## config.mk

```make
export PLATFORM = sky130hd
export DESIGN_NAME = onewire_id_crc_check
export DESIGN_NICKNAME = d
export VERILOG_FILES = /design/src/rtl/idcrc_pkg.sv /design/src/rtl/idcrc_lfsr.sv /design/src/rtl/idcrc_bitfeed.sv /design/src/rtl/idcrc_frame.sv /design/src/rtl/onewire_id_crc_check.sv
export SDC_FILE = /design/constraint.sdc
export NUM_CORES = 1
export LEC_CHECK = 0
export BUFFER_PORTS_ARGS = -buffer_cell sky130_fd_sc_hd__buf_2
export CORE_MARGIN = 4
export CORE_UTILIZATION = 60
export CTS_CLUSTER_SIZE = 8
export DETAILED_ROUTE_END_ITERATION = 8
export PLACE_DENSITY_LB_ADDON = 0.1
export SYNTH_ARGS = -nofsm -noshare
export SYNTH_HDL_FRONTEND = slang
export SYNTH_HIERARCHICAL = 1
export SYNTH_SLANG_ARGS = --single-unit
```

## constraint.sdc

```tcl
create_clock -name clk_i -period 4 [get_ports clk_i]
set_input_delay 0.2 -clock clk_i [delete_from_list [all_inputs] [get_ports clk_i]]
set_output_delay 0.2 -clock clk_i [all_outputs]
set_load 0.1 [all_outputs]
```

## src/rtl/idcrc_pkg.sv

```systemverilog
package idcrc_pkg;
  // default geometry of a one-wire identifier check
  localparam int unsigned ID_CRC_W  = 8;
  localparam int unsigned ID_BYTE_W = 8;
  localparam int unsigned ID_NBYTES = 8;
  // taps below the x^8 term: x^5 + x^4 + 1
  localparam logic [ID_CRC_W-1:0] ID_POLY = 8'h31;
endpackage

```

## src/rtl/idcrc_lfsr.sv

```systemverilog
module idcrc_lfsr
  import idcrc_pkg::*;
#(
  parameter int unsigned         W    = ID_CRC_W,
  parameter logic [W-1:0]        POLY = ID_POLY
) (
  input  logic clk_i,
  input  logic rst_ni,
  input  logic clr_i,
  input  logic en_i,
  input  logic bit_i,
  output logic nxt_zero_o
);

  logic [W-1:0] crc_q;
  logic [W-1:0] crc_d;
  logic [W-1:0] step;
  logic         fb;

  assign fb = bit_i ^ crc_q[W-1];

  // one shift of the Galois register, tap mask taken from POLY
  for (genvar i = 0; i < W; i++) begin : g_tap
    if (i == 0) begin : g_lsb
      assign step[i] = POLY[i] & fb;
    end else begin : g_mid
      assign step[i] = crc_q[i-1] ^ (POLY[i] & fb);
    end
  end

  always_comb begin
    crc_d = crc_q;
    if (clr_i) begin
      crc_d = '0;
    end else if (en_i) begin
      crc_d = step;
    end
  end

  always_ff @(posedge clk_i or negedge rst_ni) begin
    if (!rst_ni) begin
      crc_q <= '0;
    end else begin
      crc_q <= crc_d;
    end
  end

  assign nxt_zero_o = (step == '0);


  crc_clear_chk: assert property (@(posedge clk_i) disable iff (!rst_ni)
    clr_i |=> (crc_q == '0));

endmodule

```

## src/rtl/idcrc_bitfeed.sv

```systemverilog
module idcrc_bitfeed
  import idcrc_pkg::*;
#(
  parameter int unsigned BYTE_W = ID_BYTE_W,
  localparam int unsigned CNT_W = (BYTE_W > 1) ? $clog2(BYTE_W) : 1
) (
  input  logic              clk_i,
  input  logic              rst_ni,
  input  logic              clr_i,
  input  logic              take_i,
  input  logic [BYTE_W-1:0] data_i,
  output logic              busy_o,
  output logic              bit_o,
  output logic              last_o
);

  localparam logic [CNT_W-1:0] LAST_IDX = CNT_W'(BYTE_W - 1);

  logic [BYTE_W-1:0] sreg_q, sreg_d;
  logic [CNT_W-1:0]  cnt_q,  cnt_d;
  logic              busy_q, busy_d;
  logic              last_bit;

  assign last_bit = busy_q && (cnt_q == LAST_IDX);

  always_comb begin
    sreg_d = sreg_q;
    cnt_d  = cnt_q;
    busy_d = busy_q;
    if (clr_i) begin
      busy_d = 1'b0;
      cnt_d  = '0;
    end else if (busy_q) begin
      sreg_d = sreg_q >> 1;
      cnt_d  = cnt_q + 1'b1;
      if (last_bit) begin
        busy_d = 1'b0;
        cnt_d  = '0;
      end
    end else if (take_i) begin
      sreg_d = data_i;
      cnt_d  = '0;
      busy_d = 1'b1;
    end
  end

  always_ff @(posedge clk_i or negedge rst_ni) begin
    if (!rst_ni) begin
      sreg_q <= '0;
      cnt_q  <= '0;
      busy_q <= 1'b0;
    end else begin
      sreg_q <= sreg_d;
      cnt_q  <= cnt_d;
      busy_q <= busy_d;
    end
  end

  assign busy_o = busy_q;
  assign bit_o  = sreg_q[0];
  assign last_o = last_bit;


  accept_busy_chk: assert property (@(posedge clk_i) disable iff (!rst_ni)
    (take_i && !clr_i && !busy_q) |=> busy_o);


  busy_end_chk: assert property (@(posedge clk_i) disable iff (!rst_ni)
    (last_o && !clr_i) |=> !busy_o);

endmodule

```

## src/rtl/idcrc_frame.sv

```systemverilog
module idcrc_frame
  import idcrc_pkg::*;
#(
  parameter int unsigned NBYTES = ID_NBYTES,
  localparam int unsigned CNT_W = (NBYTES > 1) ? $clog2(NBYTES) : 1
) (
  input  logic clk_i,
  input  logic rst_ni,
  input  logic clr_i,
  input  logic byte_end_i,
  input  logic crc_zero_i,
  output logic full_o,
  output logic done_o,
  output logic pass_o
);

  localparam logic [CNT_W-1:0] LAST_BYTE = CNT_W'(NBYTES - 1);

  logic [CNT_W-1:0] cnt_q,  cnt_d;
  logic             full_q, full_d;
  logic             done_q, done_d;
  logic             pass_q, pass_d;
  logic             finish;

  assign finish = byte_end_i && (cnt_q == LAST_BYTE) && !full_q;

  always_comb begin
    cnt_d  = cnt_q;
    full_d = full_q;
    pass_d = pass_q;
    done_d = 1'b0;
    if (clr_i) begin
      cnt_d  = '0;
      full_d = 1'b0;
      pass_d = 1'b0;
    end else if (finish) begin
      cnt_d  = '0;
      full_d = 1'b1;
      done_d = 1'b1;
      pass_d = crc_zero_i;
    end else if (byte_end_i) begin
      cnt_d  = cnt_q + 1'b1;
    end
  end

  always_ff @(posedge clk_i or negedge rst_ni) begin
    if (!rst_ni) begin
      cnt_q  <= '0;
      full_q <= 1'b0;
      done_q <= 1'b0;
      pass_q <= 1'b0;
    end else begin
      cnt_q  <= cnt_d;
      full_q <= full_d;
      done_q <= done_d;
      pass_q <= pass_d;
    end
  end

  assign full_o = full_q;
  assign done_o = done_q;
  assign pass_o = pass_q;


  done_single_chk: assert property (@(posedge clk_i) disable iff (!rst_ni)
    done_o |=> !done_o);


  pass_hold_chk: assert property (@(posedge clk_i) disable iff (!rst_ni)
    (!clr_i && !finish) |=> $stable(pass_o));


  full_quiet_chk: assert property (@(posedge clk_i) disable iff (!rst_ni)
    (full_q && !clr_i) |=> (full_o && !done_o));

endmodule

```

## src/rtl/onewire_id_crc_check.sv

```systemverilog
module onewire_id_crc_check
  import idcrc_pkg::*;
#(
  parameter int unsigned          BYTE_W = ID_BYTE_W,
  parameter int unsigned          NBYTES = ID_NBYTES,
  parameter int unsigned          CRC_W  = ID_CRC_W,
  parameter logic [CRC_W-1:0]     POLY   = ID_POLY
) (
  input  logic              clk_i,
  input  logic              rst_ni,
  input  logic              sof_i,
  input  logic              valid_i,
  input  logic [BYTE_W-1:0] data_i,
  output logic              ready_o,
  output logic              done_o,
  output logic              pass_o
);

  logic busy;
  logic serial_bit;
  logic last_bit;
  logic full;
  logic crc_zero_nxt;
  logic take;

  assign ready_o = !busy && !full;
  assign take    = valid_i && ready_o && !sof_i;

  idcrc_bitfeed #(
    .BYTE_W (BYTE_W)
  ) u_feed (
    .clk_i  (clk_i),
    .rst_ni (rst_ni),
    .clr_i  (sof_i),
    .take_i (take),
    .data_i (data_i),
    .busy_o (busy),
    .bit_o  (serial_bit),
    .last_o (last_bit)
  );

  idcrc_lfsr #(
    .W    (CRC_W),
    .POLY (POLY)
  ) u_lfsr (
    .clk_i      (clk_i),
    .rst_ni     (rst_ni),
    .clr_i      (sof_i),
    .en_i       (busy),
    .bit_i      (serial_bit),
    .nxt_zero_o (crc_zero_nxt)
  );

  idcrc_frame #(
    .NBYTES (NBYTES)
  ) u_frame (
    .clk_i      (clk_i),
    .rst_ni     (rst_ni),
    .clr_i      (sof_i),
    .byte_end_i (last_bit),
    .crc_zero_i (crc_zero_nxt),
    .full_o     (full),
    .done_o     (done_o),
    .pass_o     (pass_o)
  );


  sof_clear_chk: assert property (@(posedge clk_i) disable iff (!rst_ni)
    sof_i |=> (ready_o && !done_o && !pass_o));


  take_stall_chk: assert property (@(posedge clk_i) disable iff (!rst_ni)
    take |=> !ready_o);

endmodule

```

# Word-level counts from Yosys, hierarchy flattened
# Index checks and enable logic that the tools add are counted.
dict set report word_totals {
  regBits 26
  latchBits 0
  mem_bits_rw 0
  mem_bits_ro 0
  inputBits 12
  output_inout_bits 3
  word_cells 53
  n_memories 0
}
dict set report classes {
  add_sub_neg 2
  mul 0
  n_div 0
  order_cmp 0
  n_eq_ne 2
  shifts 0
  muxes 21
  bitwise_logic 4
  reduce_logical 16
}
# operator count
set ops {}
lappend ops {{$mux 8} 4}
lappend ops {{$mux 3} 7}
lappend ops {{$mux 1} 10}
lappend ops {{$logic_not 8->1} 1}
lappend ops {{$add 3x1->3 const B} 2}
lappend ops {{$eq 3x3->1 const B} 2}
lappend ops {{$logic_and 1x1->1} 6}
lappend ops {{$reduce_bool 2->1} 3}
lappend ops {{$reduce_bool 3->1} 2}
lappend ops {{$logic_not 1->1} 3}
lappend ops {{$xor 1x1->1} 3}
lappend ops {{$reduce_and 2->1} 1}
lappend ops {{$not 1->1} 1}

# Longest topological paths before layout
dict set report logic_depth {
  ltp_word 7
  ltp_mapped 6
  depth_no_buf 6
}

# Modules after synthesis
# Netlist, hierarchy kept.
# mod n_inst cells_each area_per_inst_um2 seq_area_each_um2
set modules_own_cells {}
lappend modules_own_cells {idcrc_bitfeed 1 63 628.1 300.3}
lappend modules_own_cells {idcrc_lfsr 1 34 376.6 200.2}
lappend modules_own_cells {idcrc_frame 1 23 267.8 150.1}
lappend modules_own_cells {onewire_id_crc_check 1 2 18.8 0.0}

# Worst setup path after synthesis
# No wires, ideal clock.
dict set report synth_path {
  path_type {register to output}
  startpoint {register u_feed.busy_q, in the netlist u_feed/busy_o}
  endpoint {output ready_o}
  arrival_time_ns 1.762
  t_required_ns 3.800
  slack_ns 2.038
  stages_incl_launch_ff 2
  n_path_buf 0
  cell_sequence {dfrtp_1 > nor2_1}
}
dict set report synth_between {
  elab_chain_len 2
}
# item line
set synth_lines {}
lappend synth_lines {{start, declared} idcrc_bitfeed.sv:21} ;# logic busy_q, busy_d;
lappend synth_lines {{start signal, assigned} idcrc_bitfeed.sv:55} ;# busy_q <= busy_d;
lappend synth_lines {{$logic_not 1->1} onewire_id_crc_check.sv:26} ;# assign ready_o = !busy && !full;
lappend synth_lines {{$logic_and 1x1->1} onewire_id_crc_check.sv:26}
lappend synth_lines {{end, declared} onewire_id_crc_check.sv:14} ;# output logic ready_o,
# Every way passes these cells.

# Worst setup path in the final report
dict set report layout_path {
  startpoint {register u_feed.busy_q, in the netlist u_feed/busy_o}
  endpoint {register u_feed.sreg_q[3]}
}
dict set report layout_between {
  elab_chain_len 6
  elab_cells_between_ends 7
  classes_between {1 x mux; 6 x reduce/logical}
}
# item line
set layout_lines {}
lappend layout_lines {{$logic_not 1->1} onewire_id_crc_check.sv:26}
lappend layout_lines {{$logic_and 1x1->1} onewire_id_crc_check.sv:26}
lappend layout_lines {{$logic_and 1x1->1 (2 in series)} onewire_id_crc_check.sv:27} ;# assign take = valid_i && ready_o && !sof_i;
lappend layout_lines {{named net take} onewire_id_crc_check.sv:24} ;# logic take;
lappend layout_lines {{$reduce_bool 2->1 (no source line)} --}
lappend layout_lines {{$reduce_and 2->1 (no source line)} --}
lappend layout_lines {{end signal, assigned} idcrc_bitfeed.sv:53} ;# sreg_q <= sreg_d;
lappend layout_lines {{end, declared} idcrc_bitfeed.sv:19} ;# logic [BYTE_W-1:0] sreg_q, sreg_d;
# The timed path passes the listed nets, and every way through them passes these cells.
# A chain may end at the register's enable or synchronous reset.

==> metrics.txt <==
status complete, no violations; pin count of the biggest net entering global routing 41; via count of the routed design about 930; standard-cell rows 16; DRT iter0 DRCs 13; CTS resizes 0; CTS tree done; Hold Path Origin data_i[7]; Post-Synth Adder-Cell Area roughly 3.9%; Yosys warnings 6; Die Area about 0.0030 sq mm; Slew Limit Fails 0; worst slew pin tran between 0.7 and 0.8 ns; core area around 0.0020 sq mm; final period demand of the worst path approximately 1.9 ns; die height 54.39 microns; initial antenna violation count 0; required time of the critical path between 4 and 5 ns; nets@finish around 150; crit path kind flip-flop to flip-flop; Worst R2R Start u_feed/busy_o$_DFF_PN0_; Routed WL about 2300 microns; detailed placement HPWL between 1500 and 2000 microns; area share of and/or/nand/nor cells after synthesis roughly 23%; Critical path origin u_feed/busy_o$_DFF_PN0_; Clock Skew about 0.013 ns; Syn Area/Cell about 11 sq um; Fmax around 530 MHz; Synth area leaders dfrtp_1, nand2b_1, a221o_1; share of cells above drive strength 1 around 16%; setup bufs post-CTS 0; Pwr per Cell Area roughly 370 mW/mm^2; Setup TNS 0 ns; diodes inserted 0; GPL Wtd Cong approximately 0.8; critical-path maximum fanout 23; Worst-path clk slew roughly 0.13 ns; RR Endpoint u_feed/sreg_q[3]$_DFFE_PN0P_; Max-Cap Viols 0; # port buffers 14; Setup crit start kind flip-flop; Setup crit end kind flip-flop; Hold Vio Cnt, Final 0; Hold WC Path Type input pin to flip-flop; top-area cell type share of the netlist area around half; synth unique cells 31; I/O pin cnt 15; first-pass GRT wire length between 3000 and 4000 microns; hold endpoint u_feed/sreg_q[7]$_DFFE_PN0P_; Clk Latency, worst-skew pair roughly 0.31 ns; Fillers ~160; setup violators final 0; Tot GR Track Use between 10% and 20%; Clock Tree Buf Depth 2; CTS sink count 26; final worst path period share between 40% and 50%; Cells after Synth approximately 120; Root Buffer clkbuf_4; syn nets roughly 140; multiplexer share of the synthesized area ~5.4%; hold depth 3; Max VDD drop ~260 uV; RSZ-0062 raised after global routing false; WP data arrival around 2.2 ns; Area Overhead vs Synth 8.236%; number of flops mapped to enable cells by yosys 0; Post-synth ARST share 100.0%; TritonCTS buffer count 3; average wire per standard cell approximately 14 microns; largest family of logic cells by synthesized area simple AND/OR/NAND/NOR gates; Reg2Reg Depth 4; total grt overflow 0; register bit total from synthesis 26; top cell type by total area after synthesis dfrtp_1; post-synthesis compound-gate area fraction between 10% and 20%; Post-Syn Area approximately 0.0013 sq mm; DRC viols 0; leakage roughly 0.64 nW; Post-Synth XOR/XNOR Area 0.6783%; starting density of the core between 60% and 70%; top cells by count, synth dfrtp_1, nor2_1, nand2b_1; H-tree levels 1; most frequent cell after synthesis dfrtp_1; Pre-Repair DR Iteration Count 4; total power between 500 and 600 uW; Max-slew headroom between 40 and 50%; Horiz. Die Dim 54.39 microns; Antenna Nets Post-Route 0; sequential element share of the synthesized area around half; vias per cell between 5 and 6; vias in the first global route ~880; ys flop type dfrtp_1; R2R Setup Slk ~2.1 ns
[cell usage in the layout, fill, tap and decap left out]
cell,netlist,routed
ha_1,4,4
nand3b_2,1,1
nand2_1,9,9
a221o_1,7,7
dlygate4sd3_1,0,1
dfrtp_1,26,26
a22oi_1,2,2
xnor2_1,1,1
nand3_1,2,2
o22a_1,1,1
or2b_4,1,1
a211oi_1,1,1
buf_2,2,14
nand2b_1,12,12
nor2b_1,2,2
inv_1,2,2
nand4b_1,2,2
nor4_1,2,2
nor4b_2,1,1
a21oi_1,4,4
o21ai_1,7,7
clkbuf_4,0,3
o311ai_1,2,2
mux2i_1,7,7
nor2_1,15,15
nand3b_1,1,1
o21ai_0,1,1
or4b_1,2,2
and2_1,1,1
nor2_2,1,1
[registers in the layout, summed over array words and instances, names as in the netlist]
signal / count
u_frame/cnt_q: 3
u_frame/full_o: 1
u_feed/sreg_q: 8
u_frame/done_o: 1
u_frame/pass_o: 1
u_lfsr/crc_q: 8
u_feed/busy_o: 1
u_feed/cnt_q: 3
[metal layers]
metal | global-route usage [%] | routed length [microns] | vias to the layer above
met2 | 30.68 | 1061 | 14
met4 | 6.639 | 13 | 0
met3 | 3.270 | 66 | 2
met1 | 21.87 | 1109 | 445
met5 | 0 | 0 | -
li1 | - | - | 467
[cell families (layout without fill, tap and decap cells)]
kind of cell,Yosys count,count (layout)
AND/OR/NAND/NOR,52,52
flip-flops,26,26
AO/OA/AOI/OAI,25,25
multiplexers,7,7
buffers and inverters,7,20
adder cells (fa/ha/maj),4,4
XOR/XNOR,1,1
[critical path, cell delays in order, from the launching register on]
cell	delay, ns
dfrtp_1	0.68
nor4b_2	0.51
or2b_4	0.36
o21ai_1	0.15
a221o_1	0.13
[stage by stage]
step | utilization [%] | std cells | hold WS, ns | worst slack (ns) | area (sq um)
global placement | 68.19 | 158 | 0.2240 | 2.228 | 1365
finish | 69.81 | 162 | 0.1396 | 2.108 | 1398
global route | 69.81 | 162 | 0.1297 | 1.944 | 1398
floorplan | - | 122 | -0.09559 | 2.038 | 1291
detailed placement | 68.19 | 158 | 0.2255 | 2.138 | 1365
CTS | 69.81 | 162 | 0.1299 | 2.107 | 1398
[cell type report]
class	instances	area, sq um	area share, %
Sequential cell	26	650.6	46.55
Multi-Input combinational cell	89	603.1	43.15
Timing Repair Buffer	15	80.08	5.730
Tap cell	27	33.78	2.417
Clock buffer	3	22.52	1.611
Inverter	2	7.507	0.5372
[where the power goes]
part / total [mW] / internal, mW / switching [mW]
Combinational: 0.0903 / 0.0425 / 0.0478
Clock: 0.104 / 0.0351 / 0.0684
Sequential: 0.316 / 0.289 / 0.0276
[timing repair]
item	in CTS	in global routing
hold buffers	1	0
endpoints found under the hold margin	26	0
endpoints found under the setup margin	0	0
[how the worst max path moves through the flow]
stage | to | slack (ns) | cells after the start
floorplan | ready_o | 2.04 | 1
global placement | u_feed/sreg_q[3]$_DFFE_PN0P_ | 2.23 | 3
detailed placement | u_feed/sreg_q[3]$_DFFE_PN0P_ | 2.14 | 4
CTS | u_feed/sreg_q[3]$_DFFE_PN0P_ | 2.11 | 4
global route | u_feed/sreg_q[3]$_DFFE_PN0P_ | 1.94 | 4
finish | u_feed/sreg_q[3]$_DFFE_PN0P_ | 2.11 | 4
Power figures use the tool's default switching activity.
